[config.mk]
export PLATFORM = sky130hd
export DESIGN_NAME = wt_store_buf
export DESIGN_NICKNAME = d
export VERILOG_FILES = /design/src/rtl/wtsb_pkg.sv /design/src/rtl/wtsb_fifo.sv /design/src/rtl/wtsb_drain.sv /design/src/rtl/wt_store_buf.sv
export SDC_FILE = /design/constraint.sdc
export NUM_CORES = 1
export LEC_CHECK = 0
export ABC_AREA = 1
export BUFFER_PORTS_ARGS = -buffer_cell sky130_fd_sc_hd__buf_2
export CAP_MARGIN = 15
export CORE_ASPECT_RATIO = 1.75
export CORE_MARGIN = 4
export CORE_UTILIZATION = 35
export CTS_CLUSTER_DIAMETER = 150
export DETAILED_ROUTE_END_ITERATION = 10
export GPL_TIMING_DRIVEN = 0
export PLACE_DENSITY = 0.64
export RECOVER_POWER = 25
export SLEW_MARGIN = 20
export SYNTH_ARGS = -nofsm -noshare
export SYNTH_HDL_FRONTEND = slang
export SYNTH_SLANG_ARGS = --single-unit
[constraint.sdc]
create_clock -name clk -period 5.8 [get_ports clk]
set_input_delay 0 -clock clk [delete_from_list [all_inputs] [get_ports clk]]
set_output_delay 0 -clock clk [all_outputs]
set_load 0.03 [all_outputs]
[src/rtl/wtsb_pkg.sv]
package wtsb_pkg;
  localparam int ADDR_W = 32;
  localparam int DATA_W = 32;
  localparam int BE_W   = DATA_W / 8;

  typedef struct packed {
    logic [ADDR_W-1:0] addr;
    logic [DATA_W-1:0] data;
    logic [BE_W-1:0]   be;
  } st_entry_t;
endpackage

[src/rtl/wtsb_fifo.sv]
module wtsb_fifo
  import wtsb_pkg::*;
#(
  parameter int DEPTH = 4,
  localparam int PW    = (DEPTH > 1) ? $clog2(DEPTH) : 1,
  localparam int OCC_W = $clog2(DEPTH + 1)
) (
  input  logic             clk,
  input  logic             rst_n,
  input  logic             push,
  input  logic             pop,
  input  st_entry_t        wr_ent,
  output st_entry_t        rd_ent,
  output logic             full,
  output logic             is_empty,
  output logic [OCC_W-1:0] occ
);
  st_entry_t        slots [DEPTH];
  logic [PW-1:0]    wr_ptr, rd_ptr;
  logic [OCC_W-1:0] count;

  always_ff @(posedge clk) begin
    if (!rst_n) begin
      wr_ptr <= '0;
      rd_ptr <= '0;
      count  <= '0;
    end else begin
      if (push) wr_ptr <= (wr_ptr == PW'(DEPTH - 1)) ? '0 : wr_ptr + 1'b1;
      if (pop)  rd_ptr <= (rd_ptr == PW'(DEPTH - 1)) ? '0 : rd_ptr + 1'b1;
      if (push && !pop)      count <= count + 1'b1;
      else if (pop && !push) count <= count - 1'b1;
    end
  end

  genvar gi;
  generate
    for (gi = 0; gi < DEPTH; gi++) begin : g_slot
      always_ff @(posedge clk) begin
        if (push && wr_ptr == PW'(gi)) slots[gi] <= wr_ent;
      end
    end
  endgenerate

  assign rd_ent   = slots[rd_ptr];
  assign full     = (count == OCC_W'(DEPTH));
  assign is_empty = (count == '0);
  assign occ      = count;
endmodule

[src/rtl/wtsb_drain.sv]
module wtsb_drain #(
  parameter int CYC_W = 8
) (
  input  logic             clk,
  input  logic             rst_n,
  input  logic             have_entry,
  input  logic             dram_ready,
  input  logic [CYC_W-1:0] cycles,
  output logic             dram_valid,
  output logic             pop,
  output logic             in_flight
);
  logic [CYC_W-1:0] gap;

  assign in_flight  = (gap != '0);
  assign dram_valid = have_entry && !in_flight;
  assign pop        = dram_valid && dram_ready;

  always_ff @(posedge clk) begin
    if (!rst_n) begin
      gap <= '0;
    end else if (pop) begin
      gap <= (cycles == '0) ? '0 : cycles - 1'b1;
    end else if (in_flight) begin
      gap <= gap - 1'b1;
    end
  end
endmodule

[src/rtl/wt_store_buf.sv]
module wt_store_buf
  import wtsb_pkg::*;
#(
  parameter int DEPTH = 4,
  parameter int CYC_W = 8,
  localparam int OCC_W = $clog2(DEPTH + 1)
) (
  input  logic              clk,
  input  logic              rst_n,
  input  logic              st_valid,
  output logic              st_ready,
  input  logic [ADDR_W-1:0] st_addr,
  input  logic [DATA_W-1:0] st_data,
  input  logic [BE_W-1:0]   st_be,
  input  logic [CYC_W-1:0]  dram_wr_cycles,
  output logic              dram_valid,
  input  logic              dram_ready,
  output logic [ADDR_W-1:0] dram_addr,
  output logic [DATA_W-1:0] dram_data,
  output logic [BE_W-1:0]   dram_be,
  output logic              empty
);
  st_entry_t        in_ent, head;
  logic             full, fifo_empty, push, pop, in_flight;
  logic [OCC_W-1:0] occ;

  assign in_ent = '{addr: st_addr, data: st_data, be: st_be};

  wtsb_fifo #(.DEPTH(DEPTH)) u_fifo (
    .clk(clk), .rst_n(rst_n), .push(push), .pop(pop),
    .wr_ent(in_ent), .rd_ent(head), .full(full),
    .is_empty(fifo_empty), .occ(occ)
  );

  wtsb_drain #(.CYC_W(CYC_W)) u_drain (
    .clk(clk), .rst_n(rst_n), .have_entry(!fifo_empty),
    .dram_ready(dram_ready), .cycles(dram_wr_cycles),
    .dram_valid(dram_valid), .pop(pop), .in_flight(in_flight)
  );

  assign st_ready  = !full || pop;
  assign push      = st_valid && st_ready;
  assign dram_addr = head.addr;
  assign dram_data = head.data;
  assign dram_be   = head.be;
  assign empty     = fifo_empty && !in_flight;
endmodule

# [Word-level counts from Yosys, hierarchy flattened]
# Memory sizes are Yosys's and may differ from the RTL's. A register that Yosys moved wholly into a read port is not among the register bits.
# Index checks and enable logic that the tools add are counted.
[totals] regBits=15 ram_bits=272 in_bits=80 output_inout_bits=71 elab_cells=67 memories=1
[op_classes] addsub=6 n_eq_ne=5 muxes=26 reduce_logical=25
[memory_table] name="u_fifo.slots" words=4 width=68 rd=1 rd_ports_with_merged_regs=1 write_ports=1 line_no="wtsb_fifo.sv:18" text="st_entry_t slots [DEPTH];"
[ops] operator="68-bit two-way mux" count=3
[ops] operator="68-bit OR reduction" count=3
[ops] operator="8-bit two-way mux" count=3
[ops] operator="8-bit by 1-bit subtractor with 8-bit output, second input constant" count=2
[ops] operator="2-bit two-way mux" count=7
[ops] operator="1-bit two-way mux" count=11
[ops] operator="1-bit logical AND" count=10
[ops] operator="8-bit zero test" count=1
[ops] operator="8-bit nonzero test" count=1
[ops] operator="2-bit == test, second input constant" count=3
[ops] operator="3-bit two-way mux" count=2
[ops] operator="1-bit zero test" count=5
[ops] operator="2-bit by 1-bit adder with 2-bit output, second input constant" count=2
[ops] operator="2-bit nonzero test" count=2
[ops] operator="3-bit by 1-bit adder with 3-bit output, second input constant" count=1
[ops] operator="3-bit == test, second input constant" count=1
[ops] operator="3-bit zero test" count=1
[ops] operator="3-bit by 1-bit subtractor with 3-bit output, second input constant" count=1
[ops] operator="2-bit by 1-bit == test with 1-bit output, second input constant" count=1
[ops] operator="2-bit zero test" count=1
[ops] operator="1-bit logical OR" count=1

# [Longest topological paths before layout]
# Gate-level depths: netlist (run 1).
[logic_depth] depth_word=13 ltp_mapped=15

# [Cells and area by module]
# Synthesis (run 1) repeated with hierarchy kept, for this count alone.
[hier_totals] hier_cells=847 area_unflattened_um2=11265.8
[modules_own_cells] module="wtsb_fifo" instances=1 cells_per_inst=716 area_per_inst_um2=10512.6 seq_area_each_um2=8348.0
[modules_own_cells] module="wtsb_drain" instances=1 cells_per_inst=125 area_per_inst_um2=725.7 seq_area_each_um2=160.2
[modules_own_cells] module="wt_store_buf" instances=1 cells_per_inst=6 area_per_inst_um2=27.5 seq_area_each_um2=0.0

# [Worst setup path before layout (run 1)]
# No wires, ideal clock.
[synth_path] path_kind="reg2reg" startpoint="register u_drain.gap[0]" endpoint="memory u_fifo.slots[0][0] (netlist name), enable pin" setup_ps=494 arrival_time_ps=3962 required_time_ps=5306 path_slack_ps=1344 path_stages_with_launch=9 period_less_slack_ps=4456 path_cell_list="dfxtp_1 > inv_1 > ha_1 > nand2_1 > nor2_4 > nand3_4 > nand2_4 > nand2_4 > nor2_1"
[synth_via] elab_chain_len=13 elab_cells_between_ends=27 classes_between="mux (14); reduce/logical (13)"
[synth_rtl] element="from (decl)" line_no="wtsb_drain.sv:13" text="logic [CYC_W-1:0] gap;"
[synth_rtl] element="from (signal assigned)" line_no="wtsb_drain.sv:23" text="gap <= (cycles == '0) ? '0 : cycles - 1'b1;"
[synth_rtl] element="from (signal assigned)" line_no="wtsb_drain.sv:25" text="gap <= gap - 1'b1;"
[synth_rtl] element="8-bit nonzero test *" line_no="wtsb_drain.sv:15" text="assign in_flight = (gap != '0);"
[synth_rtl] element="1-bit zero test *" line_no="wtsb_drain.sv:16" text="assign dram_valid = have_entry && !in_flight;"
[synth_rtl] element="1-bit logical AND *" line_no="wtsb_drain.sv:16"
[synth_rtl] element="1-bit logical AND *" line_no="wtsb_drain.sv:17" text="assign pop = dram_valid && dram_ready;"
[synth_rtl] element="1-bit logical OR *" line_no="wt_store_buf.sv:41" text="assign st_ready = !full || pop;"
[synth_rtl] element="net st_ready" line_no="wt_store_buf.sv:11" text="output logic st_ready,"
[synth_rtl] element="1-bit logical AND *" line_no="wt_store_buf.sv:42" text="assign push = st_valid && st_ready;"
[synth_rtl] element="1-bit logical AND" line_no="wtsb_fifo.sv:39" text="if (push && wr_ptr == PW'(gi)) slots[gi] <= wr_ent;"
[synth_rtl] element="1-bit two-way mux" line_no="wtsb_fifo.sv:39"
[synth_rtl] element="1-bit two-way mux (not written as such)" line_no="wtsb_fifo.sv:39"
[synth_rtl] element="68-bit OR reduction (no line)"
[synth_rtl] element="2-bit two-way mux (no line) / 1-bit two-way mux (equally long branches) (3 in a row)"
[synth_rtl] element="to (decl)" line_no="wtsb_fifo.sv:18"
# Mark *: on every way through the listed nets, which the timed path passes. The rest lies on a longest branch.

==> results of run 1 <==
## final cells by class
class	count	area, um2	share of cell area
flip-flops and latches	289	8510	0.592
multi-input cells	469	2370	0.165
repair buffers	245	1820	0.126
clock buffers	44	820	0.0570
well taps	396	495	0.0345
plain buffers	45	189	0.0131
inverters	31	116	0.00809
clock inverters	5	58.8	0.00409
diodes	1	2.50	0.000174
## layer usage
metal  up-vias  track usage  part of all wire
met5         -            0                 0
met3        44       0.0211             0.052
met1      3641        0.176              0.38
met2       202        0.295              0.54
li1       3603            -                 -
met4         0       0.0509             0.025
## report_power, final
| group | switching [mW] | internal, mW |
|---|---|---|
| Combinational | 1.08 | 0.478 |
| Sequential | 0.0749 | 2.57 |
| Clock | 0.714 | 1.01 |
| Total | 1.87 | 4.06 |
## layout by cell type, fill, tap and decap left out, drive strengths merged
cell type	synthesis	routed
clkbuf	35	120
fa	1	1
xnor2	1	1
inv	31	31
xor2	7	7
dlygate4sd3	0	83
o21ai	147	147
ha	9	9
nand2	42	42
nor3	1	1
a21boi	1	1
bufinv	0	1
clkinvlp	0	2
nand3b	1	1
nor2	168	168
edfxtp	272	272
clkinv	0	2
o22ai	68	68
a21oi	13	13
nand3	10	10
buf	10	131
diode	0	1
dfxtp	17	17
## flip-flops by register name (all words and copies together), names as in the netlist, named ones only
| name | flops |
|---|---|
| u_fifo.occ | 3 |
| u_fifo.wr_ptr | 2 |
| u_fifo.slots | 272 |
| u_drain.gap | 8 |
| u_fifo.rd_ptr | 2 |
## cell families (layout without fill, tap and decap cells)
group	Yosys count	count (layout)	share of synthesized area
compound gates	229	229	0.111
flops	289	289	0.763
fa+ha+maj	10	10	0.0119
xor+xnor	8	8	0.00628
other cells	0	1	0
buf+inv	76	370	0.0274
simple gates	222	222	0.0810
## worst reg2reg max path, cell delays in order, from the launching register on
cell and delay [ns]:
sky130_fd_sc_hd__dfxtp_1 0.32, sky130_fd_sc_hd__inv_1 0.12, sky130_fd_sc_hd__ha_1 0.16, sky130_fd_sc_hd__nand2_1 0.08, sky130_fd_sc_hd__nor2_4 0.15, sky130_fd_sc_hd__nand3_4 0.15
sky130_fd_sc_hd__nand2_4 0.13, sky130_fd_sc_hd__nand2_4 0.11, sky130_fd_sc_hd__nor2_4 0.52, sky130_fd_sc_hd__buf_16 0.25, sky130_fd_sc_hd__buf_16 0.21
## path summary, 6_finish.rpt
check | slack (ns) | to | startpoint
max reg2reg | 3.30 | u_fifo.slots[0][52] | u_drain.gap[0]
min reg2reg | 0.50 | u_fifo.occ[2] | u_fifo.occ[2]
max | 3.26 | dram_addr[12] | flop
min | 0.07 | u_drain.gap[7] | dram_wr_cycles[1]
## through the flow
step | hold slack, ns | util
global placement | 0.209 | 0.393
detailed placement | 0.217 | 0.403
global route | 0.0947 | 0.456
CTS | 0.0321 | 0.457
floorplan | 0.0989 | -
finish | 0.0685 | 0.456
==> flow_summary_export.csv, run 1 <==
group,metric,value,unit
outcome,status,"complete, no violations",
timing,slew_headroom,0.562,
yosys,yosysSeqAreaShare,0.763,
worst_setup_path,worstSetupStartpointType,"flop",
floorplanning,top_level_pins,151,
finish,final_cell_count_no_fill,1525,
worst_setup_path,ff2ff_path_depth,10,
clock_tree,cts.repair.resized,0,
finish,fin_nets,1198,
yosys,synth_largest_type_area_fraction,0.732,
route,drt-total-wl,27500,um
placement,dpl_cell_area,12700,um2
yosys,synth_enable_flop_cells,272,
worst_setup_path,critical_path.cell_chain,"inv_1 > clkbuf_2 > clkbuf_1 > o21ai_0 > o22ai_1 > buf_2",
placement,gp_congestion,0.740,
worst_setup_path,worst_ep_arrival_time,2.54,ns
pwr,power.leakage,5.12,nW
yosys,synth.area.top_cells,"sky130_fd_sc_hd__edfxtp_1 (73%), sky130_fd_sc_hd__o21ai_0 (6.5%), sky130_fd_sc_hd__nor2_1 (5.5%)",
yosys,synth_nets,924,
finish,fin_area,14400,um2
timing,hold_violations_final,0,
worst_setup_path,crit_path_max_fanout,10,
route,routed-via-count,7490,
route,drcViolationCount,0,
clock_tree,htree_levels,1,
clock_tree,clk_latency,0.53,ns
clock_tree,cts_num_sinks,289,
clock_tree,postCtsSetupRepairBufs,0,
route,drtIter0Drc,440,
timing,maxSlewViolCount,0,
timing,measured_slew_at_the_worst_slew_check_pin,0.656,ns
timing,finalCritPeriodShare,0.437,
yosys,synthMostInstantiatedCell,"sky130_fd_sc_hd__edfxtp_1",
floorplanning,die_height,244,um
timing,fmax,0.394,GHz
finish,post_route_cells_drive_above_1_share,0.166,
pwr,power_density,412,nW/um2
route,route.detailed.wl_per_inst,18.0,um
timing,post-route-worst-setup-slack,3.26,ns
worst_setup_path,worstPathBufferInverterCount,4,
flow_run,timing.max_cap.violations,0,
timing,final_setup_violation_count,0,
route,drt_first_pass_iters,4,
floorplanning,die_width,143,um
global_routing,grt_remaining_overflow,0,
floorplanning,fp.coreArea,31500,um2
hold_path,min_path_type,"in -> reg",
yosys,syn-instance-count,834,
clock_tree,cts_made_buffers,27,
placement,placement.io_buffers,150,
yosys,yosysWarnings,0,
worst_setup_path,required,5.80,ns
worst_setup_path,worstSetupEndpointType,"primary output",
worst_setup_path,critical-path-slowest-cell,"sky130_fd_sc_hd__clkbuf_1",
global_routing,total_routing_usage_reported_by_global_routing,0.156,
global_routing,grt_max_degree,23,
yosys,synth.cells.most_frequent,"sky130_fd_sc_hd__edfxtp_1 (272), sky130_fd_sc_hd__nor2_1 (164), sky130_fd_sc_hd__o21ai_0 (145)",
clock_tree,clk_path_buf_depth,3,
worst_setup_path,critical_path_cell_count,6,
clock_tree,cts_tree,"built",
yosys,ys_types,27,
yosys,ys_async_sr_fraction,0,
worst_setup_path,cp_top_family,"buffers and inverters",
yosys,synth-main-ff-cell,"sky130_fd_sc_hd__edfxtp_1",
worst_setup_path,critical_path_class,"reg -> out",
finish,area.growth.synth_to_final,28.9,%
global_routing,antenna_found_initial,1,
pwr,power.total,5.92,mW
placement,detailedPlacementHpwl,18400,um
timing,final_worst_clock_skew,0.0101,ns
hold_path,whs_path_depth,8,
pwr,peakVddDrop,0.250,mV
clock_tree,clock-root-buffer,"sky130_fd_sc_hd__clkbuf_16",
floorplanning,rows,86,
finish,layout.filler_cells,2820,
floorplanning,floorplan.initialDensity,0.354,
timing,fin_setup_tns,0,ns
placement,place_worst_setup_slack,3.25,ns
clock_tree,cts_hold_buf,83,
yosys,syn_area,11200,um2
global_routing,grt_pass1_vias,7706,
route,post_drt_via_cell_ratio,4.91,
route,ant_nets,0,
timing,setup_repair_after_global_routing_missed_its_margin,"false",
global_routing,first_pass_grt_wire_length,42500,um
yosys,synth_top_cell_by_area,"sky130_fd_sc_hd__edfxtp_1",
timing,period_minus_slack,2.54,ns
placement,post-place-cells,1392,
yosys,synth-seq-cells,289,
clock_tree,clk_pin_slew_worst_paths,0.06,ns
yosys,mean_cell_area_of_the_mapped_netlist,13.4,um2
floorplanning,die_area,34900,um2
worst_setup_path,stage_delay_of_the_slowest_cell_on_the_critical_path,0.42,ns
No activity file was read; power rests on OpenSTA's default activity.
==> run 2, diff against run 1 <==
- clock period: 5.8 -> 2.5 ns (I/O delays scaled with it)
==> flow_summary_export.csv, run 2 (same netlist as run 1, synthesis figures left out) <==
group,metric,value,unit
flow_run,timing.max_cap.violations,0,
worst_setup_path,reg2reg_from,"u_drain.gap[0]",
pwr,power.share.clock,0.270,
pwr,power_density,939,nW/um2
finish,layout.filler_cells,2829,
worst_setup_path,cp_common_cell,"sky130_fd_sc_hd__dlygate4sd3_1",
finish,largest-register,"u_fifo.slots",
timing,final_setup_violation_count,0,
floorplanning,die_height,244,um
pwr,power.total,13.6,mW
worst_setup_path,worstSetupEndpointType,"flop",
hold_path,hold_path_end,"u_drain.gap[3]",
outcome,status,"complete, no violations",
worst_setup_path,critical_path_class,"reg -> reg",
timing,measured_slew_at_the_worst_slew_check_pin,0.590,ns
finish,leading_cell_type_in_the_layout_fill_and_taps_excluded,"sky130_fd_sc_hd__edfxtp_1",
finish,post_route_cells_drive_above_1_share,0.185,
finish,largest_reg_flops,272,
clock_tree,htree_levels,1,
global_routing,grt_pass1_vias,7822,
timing,hold_violations_final,0,
floorplanning,die_width,143,um
global_routing,total_routing_usage_reported_by_global_routing,0.154,
floorplanning,rows,86,
clock_tree,clk_path_buf_depth,3,
worst_setup_path,worstSetupStartpointType,"flop",
pwr,seq_power_share,0.453,
placement,detailedPlacementHpwl,18200,um
placement,placement.io_buffers,150,
worst_setup_path,ff2ff_path_depth,10,
global_routing,grt_remaining_overflow,0,
route,drt_first_pass_iters,5,
clock_tree,clock-root-buffer,"sky130_fd_sc_hd__clkbuf_16",
clock_tree,cts_num_sinks,289,
pwr,p_comb_frac,0.277,
timing,slew_headroom,0.603,
timing,fmax,0.426,GHz
clock_tree,clk_latency,0.53,ns
placement,gp_congestion,0.766,
pwr,net_switching,4.42,mW
timing,maxSlewViolCount,0,
placement,dpl_cell_area,12700,um2
finish,area.growth.synth_to_final,29.4,%
worst_setup_path,stage_delay_of_the_slowest_cell_on_the_critical_path,0.55,ns
pwr,power.leakage,5.16,nW
pwr,peakVddDrop,0.583,mV
worst_setup_path,critical-path-slowest-cell,"sky130_fd_sc_hd__dlygate4sd3_1",
clock_tree,cts_tree,"built",
worst_setup_path,regToRegEndpoint,"u_drain.gap[1]",
floorplanning,top_level_pins,151,
finish,fin_nets,1208,
route,drtIter0Drc,392,
clock_tree,clk_pin_slew_worst_paths,0.07,ns
global_routing,grt_max_degree,24,
timing,setup_repair_after_global_routing_missed_its_margin,"false",
timing,final_worst_clock_skew,0.0158,ns
finish,final_cell_count_no_fill,1531,
pwr,power_report.internal_total,9.14,mW
pwr,power.share.switching,0.326,
finish,top_library_cells_by_usage_in_the_layout_fill_and_taps_aside,"sky130_fd_sc_hd__edfxtp_1 (272), sky130_fd_sc_hd__nor2_1 (159), sky130_fd_sc_hd__o21ai_0 (144)",
worst_setup_path,required,2.92,ns
route,drt-total-wl,27300,um
worst_setup_path,crit_path_max_fanout,10,
timing,finalCritPeriodShare,0.939,
global_routing,first_pass_grt_wire_length,42200,um
hold_path,min_path_type,"in -> reg",
floorplanning,fp.coreArea,31500,um2
placement,post-place-cells,1392,
worst_setup_path,r2r_slack,0.15,ns
route,ant_nets,0,
worst_setup_path,timing.critical_path.from,"u_drain.gap[0]",
finish,fin_area,14400,um2
timing,period_minus_slack,2.35,ns
finish,n_antenna_cell,0,
worst_setup_path,critical_path.cell_chain,"inv_2 > ha_4 > nand2_2 > nor2_4 > buf_4 > nand3_1 > nand2_1 > dlygate4sd3_1 > a21oi_1 > dlygate4sd3_1",
floorplanning,die_area,34900,um2
route,routed-via-count,7492,
global_routing,antenna_found_initial,0,
worst_setup_path,worst_ep_arrival_time,2.77,ns
floorplanning,floorplan.initialDensity,0.354,
route,post_drt_via_cell_ratio,4.89,
route,route.detailed.wl_per_inst,17.8,um
hold_path,worstHoldStart,"dram_wr_cycles[1]",
clock_tree,cts_made_buffers,26,
hold_path,whs_path_depth,7,
route,drcViolationCount,0,
## run 2: worst max-delay path: cells and delay by family (launching register included)
kind / cells / cell delay, ns
flip-flops: 1 / 0.33
AND/OR/NAND/NOR: 4 / 0.37
AO/OA/AOI/OAI: 1 / 0.04
buffers and inverters: 4 / 1.37
adder cells (fa/ha/maj): 1 / 0.13
## run 2: timing repair
action | in CTS | in global routing
hold buffers | 87 | 0
hold endpoints to repair | 308 | 0
resized for setup | 10 | 17
setup buffers | 3 | 6
pin swaps | 1 | 3
setup endpoints to repair | 52 | 9
## run 2: layout make-up
type,instances,area [um2],area share
sequential,289,8510,0.590
timing repair buffer,257,1910,0.132
multi-input combinational,469,2420,0.168
tap,396,495,0.0343
clock inverter,12,76.3,0.00529
inverter,31,119,0.00824
clock buffer,33,698,0.0484
buffer,44,205,0.0142
## run 2: layer usage
layer  vias up  part of all wire  track usage
li1       3615                 -            -
met2       192              0.55        0.294
met5         -                 0            0
met1      3640              0.37        0.172
met3        45             0.047       0.0192
met4         0             0.032       0.0560
## run 2: worst max path at each step
| stage | to | slack, ns |
|---|---|---|
| global placement | u_fifo.slots[3][59] | -0.88 |
| detailed placement | u_fifo.slots[2][63] | 0.009 |
| CTS | u_drain.gap[0] | 0.03 |
| floorplan | u_fifo.slots[0][0] | 0.004 |
| finish | u_drain.gap[1] | 0.15 |
| global route | u_drain.gap[1] | 0.004 |
## run 2: power by group through the flow
stage | clock network [mW] | logic (mW) | registers (mW)
4_1_cts | 3.76 | 3.76 | 6.14
6_report | 3.66 | 3.75 | 6.14
3_5_place_dp | 0 | 3.58 | 6.25
5_1_grt | 3.94 | 4.09 | 6.19
3_3_place_gp | 0 | 3.35 | 6.27
2_1_floorplan | 0 | 2.28 | 6.22
## run 2: metrics by stage
step            util  hold WS (ns)  worst slack [ns]  TNS, ns
3_3_place_gp   0.396         0.210            -0.885  -233.07
4_1_cts        0.458        0.0203            0.0325        0
3_5_place_dp   0.404         0.215           0.00895        0
6_report       0.458        0.0500             0.153        0
2_1_floorplan      -        0.0989           0.00403        0
5_1_grt        0.458        0.0779           0.00351        0
==> run 3, diff against run 2 <==
--- a/config.mk
+++ b/config.mk
@@ -16,5 +16,5 @@
 export GPL_TIMING_DRIVEN = 0
 export PLACE_DENSITY = 0.64
-export RECOVER_POWER = 25
+export RECOVER_POWER = 50
 export SLEW_MARGIN = 20
 export SYNTH_ARGS = -nofsm -noshare
==> constraint.sdc (replaced) <==
create_clock -name clk -period 2.5 [get_ports clk]
set_input_delay 0 -clock clk [delete_from_list [all_inputs] [get_ports clk]]
set_output_delay 0 -clock clk [all_outputs]
set_load 0.1 [all_outputs]
==> flow_summary_export.csv, run 3 (same netlist as run 1, synthesis figures left out) <==
group,metric,value,unit
worst_setup_path,critical-path-slowest-cell,"sky130_fd_sc_hd__o22ai_1",
floorplanning,fp.coreArea,31500,um2
route,drt-total-wl,28100,um
clock_tree,clock-root-buffer,"sky130_fd_sc_hd__clkbuf_16",
finish,fin_nets,1219,
finish,layout.filler_cells,2799,
floorplanning,floorplan.initialDensity,0.354,
clock_tree,cts_made_buffers,26,
timing,slew_headroom,0.598,
route,drtIter0Drc,393,
floorplanning,top_level_pins,151,
worst_setup_path,required,2.50,ns
hold_path,min_path_type,"in -> reg",
route,ant_nets,0,
route,post_drt_via_cell_ratio,4.92,
global_routing,grt_max_degree,21,
timing,final_worst_clock_skew,0.0114,ns
clock_tree,htree_levels,1,
floorplanning,rows,86,
route,drt_first_pass_iters,4,
finish,post_route_cells_drive_above_1_share,0.181,
global_routing,grt_remaining_overflow,0,
pwr,peakVddDrop,0.738,mV
global_routing,antenna_found_initial,0,
finish,n_antenna_cell,0,
clock_tree,clk_latency,0.53,ns
finish,top_library_cells_by_usage_in_the_layout_fill_and_taps_aside,"sky130_fd_sc_hd__edfxtp_1 (272), sky130_fd_sc_hd__nor2_1 (161), sky130_fd_sc_hd__o21ai_0 (143)",
route,drcViolationCount,0,
placement,post-place-cells,1394,
finish,largest_reg_flops,272,
placement,dpl_cell_area,12800,um2
worst_setup_path,worstSetupStartpointType,"flop",
timing,maxSlewViolCount,0,
finish,fin_area,14800,um2
timing,period_minus_slack,2.43,ns
finish,largest-register,"u_fifo.slots",
placement,placement.io_buffers,150,
worst_setup_path,worst_ep_arrival_time,2.43,ns
placement,gp_congestion,0.767,
route,route.detailed.wl_per_inst,18.2,um
global_routing,grt-busiest-layer,"met2",
timing,hold_violations_final,0,
worst_setup_path,stage_delay_of_the_slowest_cell_on_the_critical_path,0.34,ns
clock_tree,clk_pin_slew_worst_paths,0.06,ns
global_routing,groute.layer.met1.usage,0.181,
worst_setup_path,critical_path.cell_chain,"clkbuf_4 > inv_4 > buf_4 > buf_2 > nor2_1 > o22ai_1 > buf_6",
global_routing,grt_use_met2,0.299,
global_routing,gr-usage-met3,0.0176,
timing,measured_slew_at_the_worst_slew_check_pin,0.602,ns
floorplanning,die_height,244,um
clock_tree,cts_tree,"built",
pwr,power.leakage,5.32,nW
worst_setup_path,crit_path_max_fanout,10,
route,routed-via-count,7607,
outcome,status,"complete, no violations",
flow_run,timing.max_cap.violations,0,
worst_setup_path,worstSetupEndpointType,"primary output",
finish,leading_cell_type_in_the_layout_fill_and_taps_excluded,"sky130_fd_sc_hd__edfxtp_1",
pwr,power_density,1100,nW/um2
global_routing,first_pass_grt_wire_length,43500,um
finish,final_cell_count_no_fill,1545,
worst_setup_path,critical_path_class,"reg -> out",
timing,fin_setup_tns,0,ns
timing,final_setup_violation_count,0,
global_routing,grt_pass1_vias,8065,
timing,fmax,0.411,GHz
clock_tree,cts_num_sinks,289,
pwr,power.total,16.3,mW
clock_tree,clk_path_buf_depth,3,
finish,area.growth.synth_to_final,32.9,%
timing,finalCritPeriodShare,0.974,
floorplanning,die_width,143,um
global_routing,total_routing_usage_reported_by_global_routing,0.159,
placement,detailedPlacementHpwl,18800,um
floorplanning,die_area,34900,um2
## run 3: cell types whose count changed in the layout (fill, tap and decap cells not counted), moves of 3 or more
cell and change:
sky130_fd_sc_hd__buf_2 -70, sky130_fd_sc_hd__buf_4 +42, sky130_fd_sc_hd__clkbuf_1 +17, sky130_fd_sc_hd__clkbuf_2 +9
sky130_fd_sc_hd__buf_16 +8, sky130_fd_sc_hd__buf_6 +8, sky130_fd_sc_hd__buf_12 -6, sky130_fd_sc_hd__bufinv_16 +3
sky130_fd_sc_hd__clkbuf_8 +3, sky130_fd_sc_hd__clkinv_1 -3
## run 3: final cells by class
| cell class | count | area (um2) | share of cell area |
|---|---|---|---|
| Tap cell | 396 | 495 | 0.0334 |
| Inverter | 31 | 119 | 0.00802 |
| Clock inverter | 11 | 140 | 0.00945 |
| Timing Repair Buffer | 267 | 2180 | 0.147 |
| Sequential cell | 289 | 8510 | 0.574 |
| Buffer | 45 | 224 | 0.0151 |
| Multi-Input combinational cell | 469 | 2410 | 0.163 |
| Clock buffer | 37 | 743 | 0.0501 |
## run 3: worst paths after layout
kind,startpoint,cells past startpoint,endpoint,slack [ns]
setup / recovery,flop,7,dram_addr[6],0.07
hold / removal,st_addr[23],2,u_fifo.slots[3][59],0.27
setup reg to reg,u_drain.gap[0],10,u_fifo.slots[0][52],0.16
hold reg to reg,u_fifo.rd_ptr[1],2,flop,0.49
## run 3: where the power goes
group	switching, mW	internal, mW
sequential	0.180	5.97
clock	1.65	2.39
combinational	4.68	1.44
total	6.51	9.80
## run 3: per-stage QoR
| stage | worst slack (ns) | hold slack, ns | utilization |
|---|---|---|---|
| floorplan | -0.0972 | 0.0989 | - |
| global placement | -0.922 | 0.210 | 0.396 |
| detailed placement | -0.00538 | 0.215 | 0.407 |
| CTS | 0.0104 | 0.189 | 0.470 |
| global route | -0.0196 | 0.277 | 0.470 |
| finish | 0.0651 | 0.274 | 0.470 |
## run 3: worst max-delay path, delay by kind of cell (launching register included)
kind	cells	cell delay, ns
AO/OA/AOI/OAI	1	0.34
buffers and inverters	5	1.17
flip-flops	1	0.32
AND/OR/NAND/NOR	1	0.07
## run 3: repair_timing
item                                    4_1_cts  5_1_grt
buffers inserted                              3       13
endpoints found under the hold margin       289        0
endpoints found under the setup margin       79       62
hold buffers                                 89        0
gates resized for setup                      73       19
pin swaps                                     1        5
## run 3: per-layer routing
metal / part of all wire / up-vias
met5: 0 / -
met3: 0.042 / 47
met2: 0.55 / 184
met1: 0.38 / 3728
li1: - / 3648
met4: 0.029 / 0
